`src/rtl/dma_block_channel.sv`:
```
module dma_block_channel #(
  parameter int AW = 16,
  parameter int DW = 16,
  parameter int CW = 8,
  parameter int SW = 4
) (
  input  logic          clk,
  input  logic          rst_n,
  input  logic          cfg_we,
  input  logic [2:0]    cfg_sel,
  input  logic [DW-1:0] cfg_wdata,
  input  logic          req_n,
  input  logic          nmi,
  output logic          bus_own,
  output logic          bus_rd,
  output logic          bus_wr,
  output logic [AW-1:0] bus_addr,
  output logic [DW-1:0] bus_wdata,
  input  logic [DW-1:0] bus_rdata,
  output logic          xfer_end,
  output logic          done,
  output logic          chan_en,
  output logic          nmi_fwd
);
  localparam logic [AW-1:0] STEP = AW'(2);
  localparam logic [CW-1:0] C1 = CW'(1);
  localparam logic [SW-1:0] W1 = SW'(1);

  typedef enum logic [2:0] {S_IDLE, S_READ, S_WRITE, S_DEAD, S_REL} st_t;
  st_t state;

  logic [AW-1:0] src_a, dst_a;
  logic [CW-1:0] blk_size, blk_cnt, unit_cnt;
  logic [SW-1:0] src_st, dst_st, wcnt;
  logic [DW-1:0] data_q;
  logic en, edge_md, src_inc, dst_inc, last_blk, pend;
  logic r1, r2, n1, nmi_lat, done_q;

  logic in_blk, req_fall, trig, start, rd_last, wr_last, cfg_ok, ctl_wr;

  assign in_blk   = (state == S_READ) || (state == S_WRITE) || (state == S_DEAD);
  assign req_fall = r2 & ~r1;
  assign trig     = edge_md ? pend : ~r1;
  assign start    = (state == S_IDLE) && en && trig && (blk_cnt != '0) && (blk_size != '0);
  assign rd_last  = wcnt >= src_st;
  assign wr_last  = wcnt >= dst_st;
  assign cfg_ok   = cfg_we && !in_blk;
  assign ctl_wr   = cfg_ok && (cfg_sel == 3'd4);

  assign bus_own   = in_blk;
  assign bus_rd    = state == S_READ;
  assign bus_wr    = state == S_WRITE;
  assign bus_addr  = (state == S_WRITE) ? dst_a : src_a;
  assign bus_wdata = data_q;
  assign xfer_end  = in_blk && last_blk;
  assign done      = done_q;
  assign chan_en   = en;
  assign nmi_fwd   = nmi_lat && !in_blk;

  always_ff @(posedge clk or negedge rst_n) begin
    if (!rst_n) begin
      state <= S_IDLE;
      src_a <= '0; dst_a <= '0;
      blk_size <= '0; blk_cnt <= '0; unit_cnt <= '0;
      src_st <= '0; dst_st <= '0; wcnt <= W1;
      data_q <= '0;
      en <= 1'b0; edge_md <= 1'b0; src_inc <= 1'b0; dst_inc <= 1'b0;
      last_blk <= 1'b0; pend <= 1'b0;
      r1 <= 1'b1; r2 <= 1'b1; n1 <= 1'b0; nmi_lat <= 1'b0; done_q <= 1'b0;
    end else begin
      r1 <= req_n;
      r2 <= r1;
      n1 <= nmi;
      done_q <= 1'b0;

      if (nmi && !n1) nmi_lat <= 1'b1;
      else if (nmi_fwd) nmi_lat <= 1'b0;

      if (cfg_ok) begin
        case (cfg_sel)
          3'd0: src_a <= cfg_wdata[AW-1:0];
          3'd1: dst_a <= cfg_wdata[AW-1:0];
          3'd2: blk_size <= cfg_wdata[CW-1:0];
          3'd3: blk_cnt <= cfg_wdata[CW-1:0];
          3'd4: begin
            en      <= cfg_wdata[0];
            edge_md <= cfg_wdata[1];
            src_inc <= cfg_wdata[2];
            dst_inc <= cfg_wdata[3];
            src_st  <= cfg_wdata[4 +: SW];
            dst_st  <= cfg_wdata[4+SW +: SW];
          end
          default: ;
        endcase
      end

      if (start || ctl_wr) pend <= 1'b0;
      else if (req_fall && en && !in_blk) pend <= 1'b1;

      case (state)
        S_IDLE: if (start) begin
          state    <= S_READ;
          unit_cnt <= blk_size;
          wcnt     <= W1;
          last_blk <= blk_cnt == C1;
        end
        S_READ: if (rd_last) begin
          data_q <= bus_rdata;
          wcnt   <= W1;
          state  <= S_WRITE;
        end else wcnt <= wcnt + W1;
        S_WRITE: if (wr_last) begin
          wcnt <= W1;
          if (src_inc) src_a <= src_a + STEP;
          if (dst_inc) dst_a <= dst_a + STEP;
          unit_cnt <= unit_cnt - C1;
          if (unit_cnt == C1) begin
            blk_cnt <= blk_cnt - C1;
            state   <= last_blk ? S_DEAD : S_REL;
          end else state <= S_READ;
        end else wcnt <= wcnt + W1;
        S_DEAD: begin
          en     <= 1'b0;
          done_q <= 1'b1;
          state  <= S_REL;
        end
        S_REL: state <= S_IDLE;
        default: state <= S_IDLE;
      endcase
    end
  end
endmodule

```
`config.mk`:
```
export PLATFORM = sky130hd
export DESIGN_NAME = dma_block_channel
export DESIGN_NICKNAME = d
export VERILOG_FILES = /design/src/rtl/dma_block_channel.sv
export SDC_FILE = /design/constraint.sdc
export NUM_CORES = 1
export LEC_CHECK = 0
export ABC_AREA = 1
export BUFFER_PORTS_ARGS = -buffer_cell sky130_fd_sc_hd__buf_2
export CORE_MARGIN = 2
export CORE_UTILIZATION = 50
export DETAILED_ROUTE_END_ITERATION = 6
export GPL_TIMING_DRIVEN = 0
export HOLD_SLACK_MARGIN = 0.15
export MAX_ROUTING_LAYER = met4
export PLACE_DENSITY_LB_ADDON = 0.2
export SLEW_MARGIN = 20
export SYNTH_ARGS = -nofsm -noshare
export SYNTH_HDL_FRONTEND = slang
export SYNTH_SLANG_ARGS = --single-unit
```
`constraint.sdc`:
```
create_clock -name clk -period 5.3 [get_ports clk]
set_input_delay 1.06 -clock clk [delete_from_list [all_inputs] [get_ports clk]]
set_output_delay 1.06 -clock clk [all_outputs]
set_load 0.005 [all_outputs]
```
Word-level counts from Yosys, hierarchy flattened
Cells that the tools add are included.

Mux-type cells: 38. Reductions and logical operators: 34. $add $sub $neg: 5. $lt $le $gt $ge: 2. Equal/unequal tests: 12. Bitwise operators: 2.

Operator list (count): $mux 16 (11); $mux 8 (7); $add 16x2->16 const B (2); $eq 8x1->1 const B (2); $pmux 8 s2 (1); $reduce_bool 8->1 (2); $sub 8x1->8 const B (2); $mux 3 (5); $eq 3x2->1 const B (4); $mux 4 (3); $pmux 3 s4 (1); $pmux 4 s3 (1); $reduce_and 2->1 (6); $logic_and 1x1->1 (11); $reduce_bool 2->1 (5); $mux 1 (9); $ge 4x4->1 (2); $eq 3x1->1 const B (2); $logic_not 3->1 (2); $reduce_and 3->1 (2); $add 4x1->4 const B (1); $ne 2x1->1 const B (2); $eq 3x3->1 const B (1); $logic_or 1x1->1 (3); other kinds (5) (6).

Word-level logic and storage cells: 114. Register bits after elaboration: 98. Output and inout port bits: 39. Bits of input ports: 40.

Logic depth before layout (Yosys ltp)
Gate-level depths: netlist (run 1).

Depth after elaboration: 9. Gate-level depth with buffers: 12. Gate-level depth less buffers: 12.

Worst setup path after synthesis (run 1)
Ideal clock, no wire load.

Kind: register to output. Start: reg state[2]. End: out bus_addr[0]. Data arrival time: 1.239 ns. Cell stages (with the launch flop): 6. Data required time: 4.240 ns. Buffers on the path: 2. Setup slack: 3.001 ns. Cell sequence: dfrtp_1 -> inv_2 -> nand3_4 -> buf_2 -> buf_2 -> o21ai_0.

Word-level cells in the longest chain between the ends: 2.

Ends and longest elaborated chain: start, declared (line 30) `st_t state;`; start signal, assigned (line 119) `state <= last_blk ? S_DEAD : S_REL;`; $eq 3x2->1 (line 53) `assign bus_addr = (state == S_WRITE) ? dst_a : src_a;`; $mux 16 (line 53); end, declared (line 17) `output logic [AW-1:0] bus_addr,`.

No other way between the ends.

Worst setup path in the final report (run 1)
Same ends and word-level chain as after synthesis.

==> results.toml, run 1 <==
[min_path]
hold_class = "reg -> reg"
worstHoldStart = "r1$_DFF_PN1_"
hold_end = "r2$_DFF_PN1_"
hold_depth = 0

[pwr]
worst_ir_drop_vdd_uv = 240.7
leakagePower_nw = 3.615
p_sw_mw = 1.720
intPower_mw = 2.100
pwr_density_cell_nw_per_um2 = 556.3
p_clk_share_pct = 16.8
seqPwrFrac_pct = 36.1
switching_share_pct = 45.02
power.total_mw = 3.820
combPwrFrac_pct = 47.1

[grt]
grt_max_degree = 61
grt_pass1_wl_um = 25290
antenna_found_initial = 0
grt_use_total_pct = 25.78
grt_pass1_vias = 4980
grt_overflow_total = 0

[cells_and_area]
fill_cells = 1102
postLayoutCellArea_um2 = 6868
layout.cells.most_common_list = "nand2_1, inv_1, dfrtp_1"
nets = 955
layout_commonest_cell = "nand2_1"
fin_cells = 1048
syn2layout_area_growth_pct = 14.74
drive_gt1_share_pct = 17.68
num_antenna_cells = 0

[drt]
drc = 0
wl_per_cell_um = 14.54
ant_nets = 0
via_count = 5365
vias_per_cell = 5.119
drt_iter0_drc = 323
routed_wl_um = 15240
first_pass_iters = 5

[setup_path]
cp.required_ps = 4240
reg2reg_slack_ps = 3100
end_kind = "primary output"
startpoint_type = "flop"
reg2reg_depth = 8
cp.arrival_ps = 2050
r2r-end = "dst_a[11]$_DFF_PN0_"
critPathMaxFanout = 10
critical_path_class = "reg -> out"
worstReg2RegStart = "wcnt[0]$_DFFE_PN1P_"

[yosys]
synth_cell_types = 40
synth_warnings = 0
postSynthCellCount = 811
ys_ff_latch = 98
seq_area_frac_synth_pct = 41.03
syn_nets = 866
synthesis.area_um2 = 5986
postSynthAreaPerCell_um2 = 7.381

[sta]
fmax_ghz = 0.3219
fin_skew_ps = 4.967
min_period_ps = 3106
worstMarginPinSlew_ps = 428.4
setup_viol_count_final = 0
rsz0062_at_grt = "no"
slew_viol_final = 0
maxSlewHeadroom_pct = 71.22
setup_tns_ps = 0
hold_violations = 0
final.period_utilization_pct = 58.61

[cts]
insertion_delay_ps = 360
clk_path_buf_depth = 2
postCtsHoldBufs = 0
clk_pin_slew_worst_paths_ps = 70
cts_setup_buffers = 0
cts_tree = "built"
cts_resized = 0
cts-root-buf = "clkbuf_16"
numCtsBuffers = 9
cts.sinks = 98
htreeDepth = 3

[die]
core_area_um2 = 11560
io_pins = 79
die_h_um = 113.4
die_width_um = 113.4
die_area_um2 = 12860
initial_core_util_pct = 51.76
num_rows = 39

[placement]
place.gp.congestion = 0.8872
dp_hpwl_um = 11400
dp.cells = 1032
place_area_um2 = 6584
io_buffers = 77

[flow_run]
drv_cap = 0

[outcome]
status = "complete, no violations"
==> critical path, cell delays in order, from the launching register on <==
cell and delay (ps):
dfrtp_1 440, inv_2 150, nand3_4 190, buf_2 250, buf_2 200, o21ai_0 270, buf_2 170
==> power groups by stage <==
stage	Sequential (mW)	Clock, mW	Combinational, mW
after global routing	1.42	0.684	2.08
final	1.38	0.642	1.80
after CTS	1.38	0.654	1.81
after floorplan	1.32	0	1.29
after global placement	1.38	0	1.77
after detailed placement	1.38	0	1.80
==> flip-flops by register name (all words and copies together) (netlist names) <==
register / count
src_st: 4
blk_cnt: 8
n1: 1
pend: 1
blk_size: 8
done: 1
dst_inc: 1
wcnt: 4
dst_a: 16
src_a: 16
bus_wdata: 16
src_inc: 1
chan_en: 1
r1: 1
unit_cnt: 8
last_blk: 1
dst_st: 4
nmi_lat: 1
r2: 1
state: 3
edge_md: 1
==> cell usage after synthesis (all sizes together) <==
| library cell | number | share of area (%) |
|---|---|---|
| inv | 111 | 7.0 |
| a21oi | 10 | 0.96 |
| a31oi | 2 | 0.21 |
| nand2 | 269 | 17 |
| nand4 | 19 | 2.5 |
| xnor2 | 3 | 0.44 |
| nor2 | 49 | 3.9 |
| o22ai | 3 | 0.31 |
| o21a | 1 | 0.13 |
| dfstp | 3 | 1.3 |
| mux2 | 1 | 0.19 |
| ha | 15 | 3.1 |
| or2 | 2 | 0.21 |
| xor2 | 18 | 2.6 |
| o211ai | 15 | 2.3 |
| nand3 | 72 | 6.5 |
| dfrtp | 95 | 40 |
| o21ai | 83 | 7.1 |
| clkbuf | 4 | 0.27 |
| a211oi | 1 | 0.13 |
| nor3 | 14 | 1.3 |
| buf | 21 | 2.4 |
==> cell type report <==
| cell class | instances | area, um^2 | area share (%) |
|---|---|---|---|
| multi-input cells | 577 | 2950 | 42.96 |
| repair buffers | 78 | 419.2 | 6.103 |
| plain buffers | 25 | 160.2 | 2.332 |
| clock inverters | 7 | 58.81 | 0.8563 |
| flip-flops and latches | 98 | 2456 | 35.76 |
| well taps | 143 | 178.9 | 2.605 |
| clock buffers | 9 | 225.2 | 3.279 |
| inverters | 111 | 419.2 | 6.103 |
==> per-stage QoR <==
| stage | hold slack (ps) | utilization, % | worst slack, ps |
|---|---|---|---|
| 2_1_floorplan | 360.6 | - | 3001 |
| 3_3_place_gp | 371.1 | 56.64 | 2096 |
| 3_5_place_dp | 365.9 | 56.93 | 2549 |
| 4_1_cts | 377.4 | 59.39 | 2157 |
| 5_1_grt | 386.4 | 59.39 | 2097 |
| 6_report | 375.7 | 59.39 | 2194 |
==> how the worst max path moves through the flow <==
stage                         startpoint              endpoint  slack (ps)
finish              state[2]$_DFFE_PN0P_           bus_addr[0]        2190
global route        state[0]$_DFFE_PN0P_          bus_addr[12]        2100
detailed placement  state[2]$_DFFE_PN0P_           bus_addr[0]        2550
CTS                 state[2]$_DFFE_PN0P_           bus_addr[0]        2160
floorplan           state[2]$_DFFE_PN0P_           bus_addr[0]        3000
global placement                   rst_n  blk_cnt[0]$_DFF_PN0_        2100
==> logic make-up (layout without fill, tap and decap cells) <==
family          after synthesis  in the layout  synth area share (%)
flops                        98             98                 41.03
fa+ha+maj                    15             15                 3.135
mux                           1              1                0.1881
simple gates                425            425                 31.73
buf+inv                     136            230                 9.678
compound gates              115            115                 11.16
xor+xnor                     21             21                 3.073
==> layer usage <==
| metal | part of all wire [%] | wire length [um] | track usage [%] |
|---|---|---|---|
| met1 | 46 | 6988 | 34.33 |
| met2 | 47 | 7189 | 39.72 |
| met3 | 4.6 | 702 | 4.835 |
| met4 | 2.4 | 361 | 9.268 |
| met5 | 0 | 0 | - |
Note: power is estimated with default switching activity, not from simulation.
==> run 2, diff against run 1 <==
==> constraint.sdc (replaced) <==
create_clock -name clk -period 2.9 [get_ports clk]
set_input_delay 0.58 -clock clk [delete_from_list [all_inputs] [get_ports clk]]
set_output_delay 0.58 -clock clk [all_outputs]
set_load 0.005 [all_outputs]
==> run 2 against run 1 <==
Count of clock-buffer cells in the layout unchanged. Global-route usage about the same. Critical endpoint unchanged. Clock power up 84%.
==> results.toml, run 2 (synthesis gave the netlist of run 1 again) <==
[outcome]
status = "complete, no violations"

[setup_path]
critical_path.top_delay_family = "buffers and inverters"
cpMostUsedCell = "buf_2"
critPathMaxFanout = 10
startpoint_type = "flop"
crit_path_cell_trace = "inv_2 -> nand3_4 -> buf_2 -> buf_2 -> o21ai_0 -> buf_2"
slowest_delay_ps = 440
crit_path_top_delay_cell = "dfrtp_1"
end_kind = "primary output"
critical_path_class = "reg -> out"
cp.required_ps = 2320
cp.arrival_ps = 2050
cp_num_buf_inv = 4

[grt]
grt_use_total_pct = 25.80
grt_max_degree = 61
grt_overflow_total = 0
grt_pass1_vias = 4992
grt_pass1_wl_um = 25320
antenna_found_initial = 0

[cts]
cts_tree = "built"
clk_pin_slew_worst_paths_ps = 70
clk_path_buf_depth = 2
cts_resized = 0
insertion_delay_ps = 360
numCtsBuffers = 9
cts.sinks = 98
cts-root-buf = "clkbuf_16"
htreeDepth = 3

[placement]
io_buffers = 77
dp_hpwl_um = 11400
dp.cells = 1032
place.gp.congestion = 0.8872

[sta]
setup_tns_ps = 0
rsz0062_at_grt = "no"
setup_viol_count_final = 0
slew_viol_final = 0
fmax_ghz = 0.3801
final.period_utilization_pct = 90.71
fin_skew_ps = 4.905
maxSlewHeadroom_pct = 71.22
hold_violations = 0
min_period_ps = 2631
worstMarginPinSlew_ps = 428.4

[cells_and_area]
multiInputGateArea_um2 = 2950
layout_commonest_cell = "nand2_1"
drive_gt1_share_pct = 17.66
num_antenna_cells = 0
syn2layout_area_growth_pct = 14.90
nets = 956
fin_cells = 1049
layout.cells.most_common_list = "nand2_1, inv_1, dfrtp_1"
fill_cells = 1101
regArea_um2 = 2456

[drt]
routed_wl_um = 15230
drc = 0
vias_per_cell = 5.111
first_pass_iters = 4
ant_nets = 0
drt_iter0_drc = 331
via_count = 5361
wl_per_cell_um = 14.51

[die]
die_width_um = 113.4
num_rows = 39
die_h_um = 113.4
die_area_um2 = 12860
io_pins = 79
core_area_um2 = 11560
initial_core_util_pct = 51.76

[flow_run]
drv_cap = 0

[min_path]
hold_class = "in -> reg"

[pwr]
leakagePower_nw = 3.619
pwr_density_cell_nw_per_um2 = 1015
worst_ir_drop_vdd_uv = 439.9
run 2: where the power goes:
group,switching (mW),leakage [nW],internal [mW],total [mW]
combinational,2.03,2.30,1.26,3.29
sequential,0.533,1.18,1.99,2.52
clock,0.581,0.138,0.596,1.18
total,3.14,3.62,3.84,6.98
run 2: worst paths after layout:
check / from / end / slack [ps] / cells past startpoint
setup / recovery: state[2]$_DFFE_PN0P_ / bus_addr[0] / 270 / 6
hold / removal: req_n / r1$_DFF_PN1_ / 320 / 1
setup reg to reg: wcnt[0]$_DFFE_PN1P_ / dst_a[11]$_DFF_PN0_ / 690 / 8
hold reg to reg: r1$_DFF_PN1_ / r2$_DFF_PN1_ / 380 / 0
max in group asynchronous: rst_n / blk_cnt[0]$_DFF_PN0_ / 1600 / 3
min in group asynchronous: rst_n / unit_cnt[3]$_DFFE_PN0P_ / 690 / 2
run 2: through the flow:
step	util (%)	setup slack, ps	power [mW]	hold WS [ps]	area (um^2)
2_1_floorplan	-	1081	4.778	284.4	5986
3_3_place_gp	56.64	176.2	5.754	371.1	6550
3_5_place_dp	56.93	629.5	5.816	365.9	6584
4_1_cts	59.47	237.4	7.008	317.9	6878
5_1_grt	59.47	176.6	7.651	318.8	6878
6_report	59.47	269.3	6.984	324.3	6878
run 2: cell type report:
class / instances / share of cell area, %
Buffer: 25 / 2.329
Clock buffer: 9 / 3.275
Clock inverter: 7 / 0.8550
Inverter: 111 / 6.094
Multi-Input combinational cell: 577 / 42.90
Sequential cell: 98 / 35.71
Tap cell: 143 / 2.601
Timing Repair Buffer: 79 / 6.240
run 2: metal layers:
layer	track usage (%)	up-vias	wire length, um
met5	-	-	0
met4	9.268	0	359
met3	4.835	24	625
met2	39.80	120	7193
met1	34.33	2436	7047
li1	-	2781	-
run 2: timing repair:
item                                    in CTS  in global routing
hold buffers                                 1                  0
endpoints found under the setup margin       0                  0
hold endpoints to repair                    35                  0
setup buffers                                0                  0
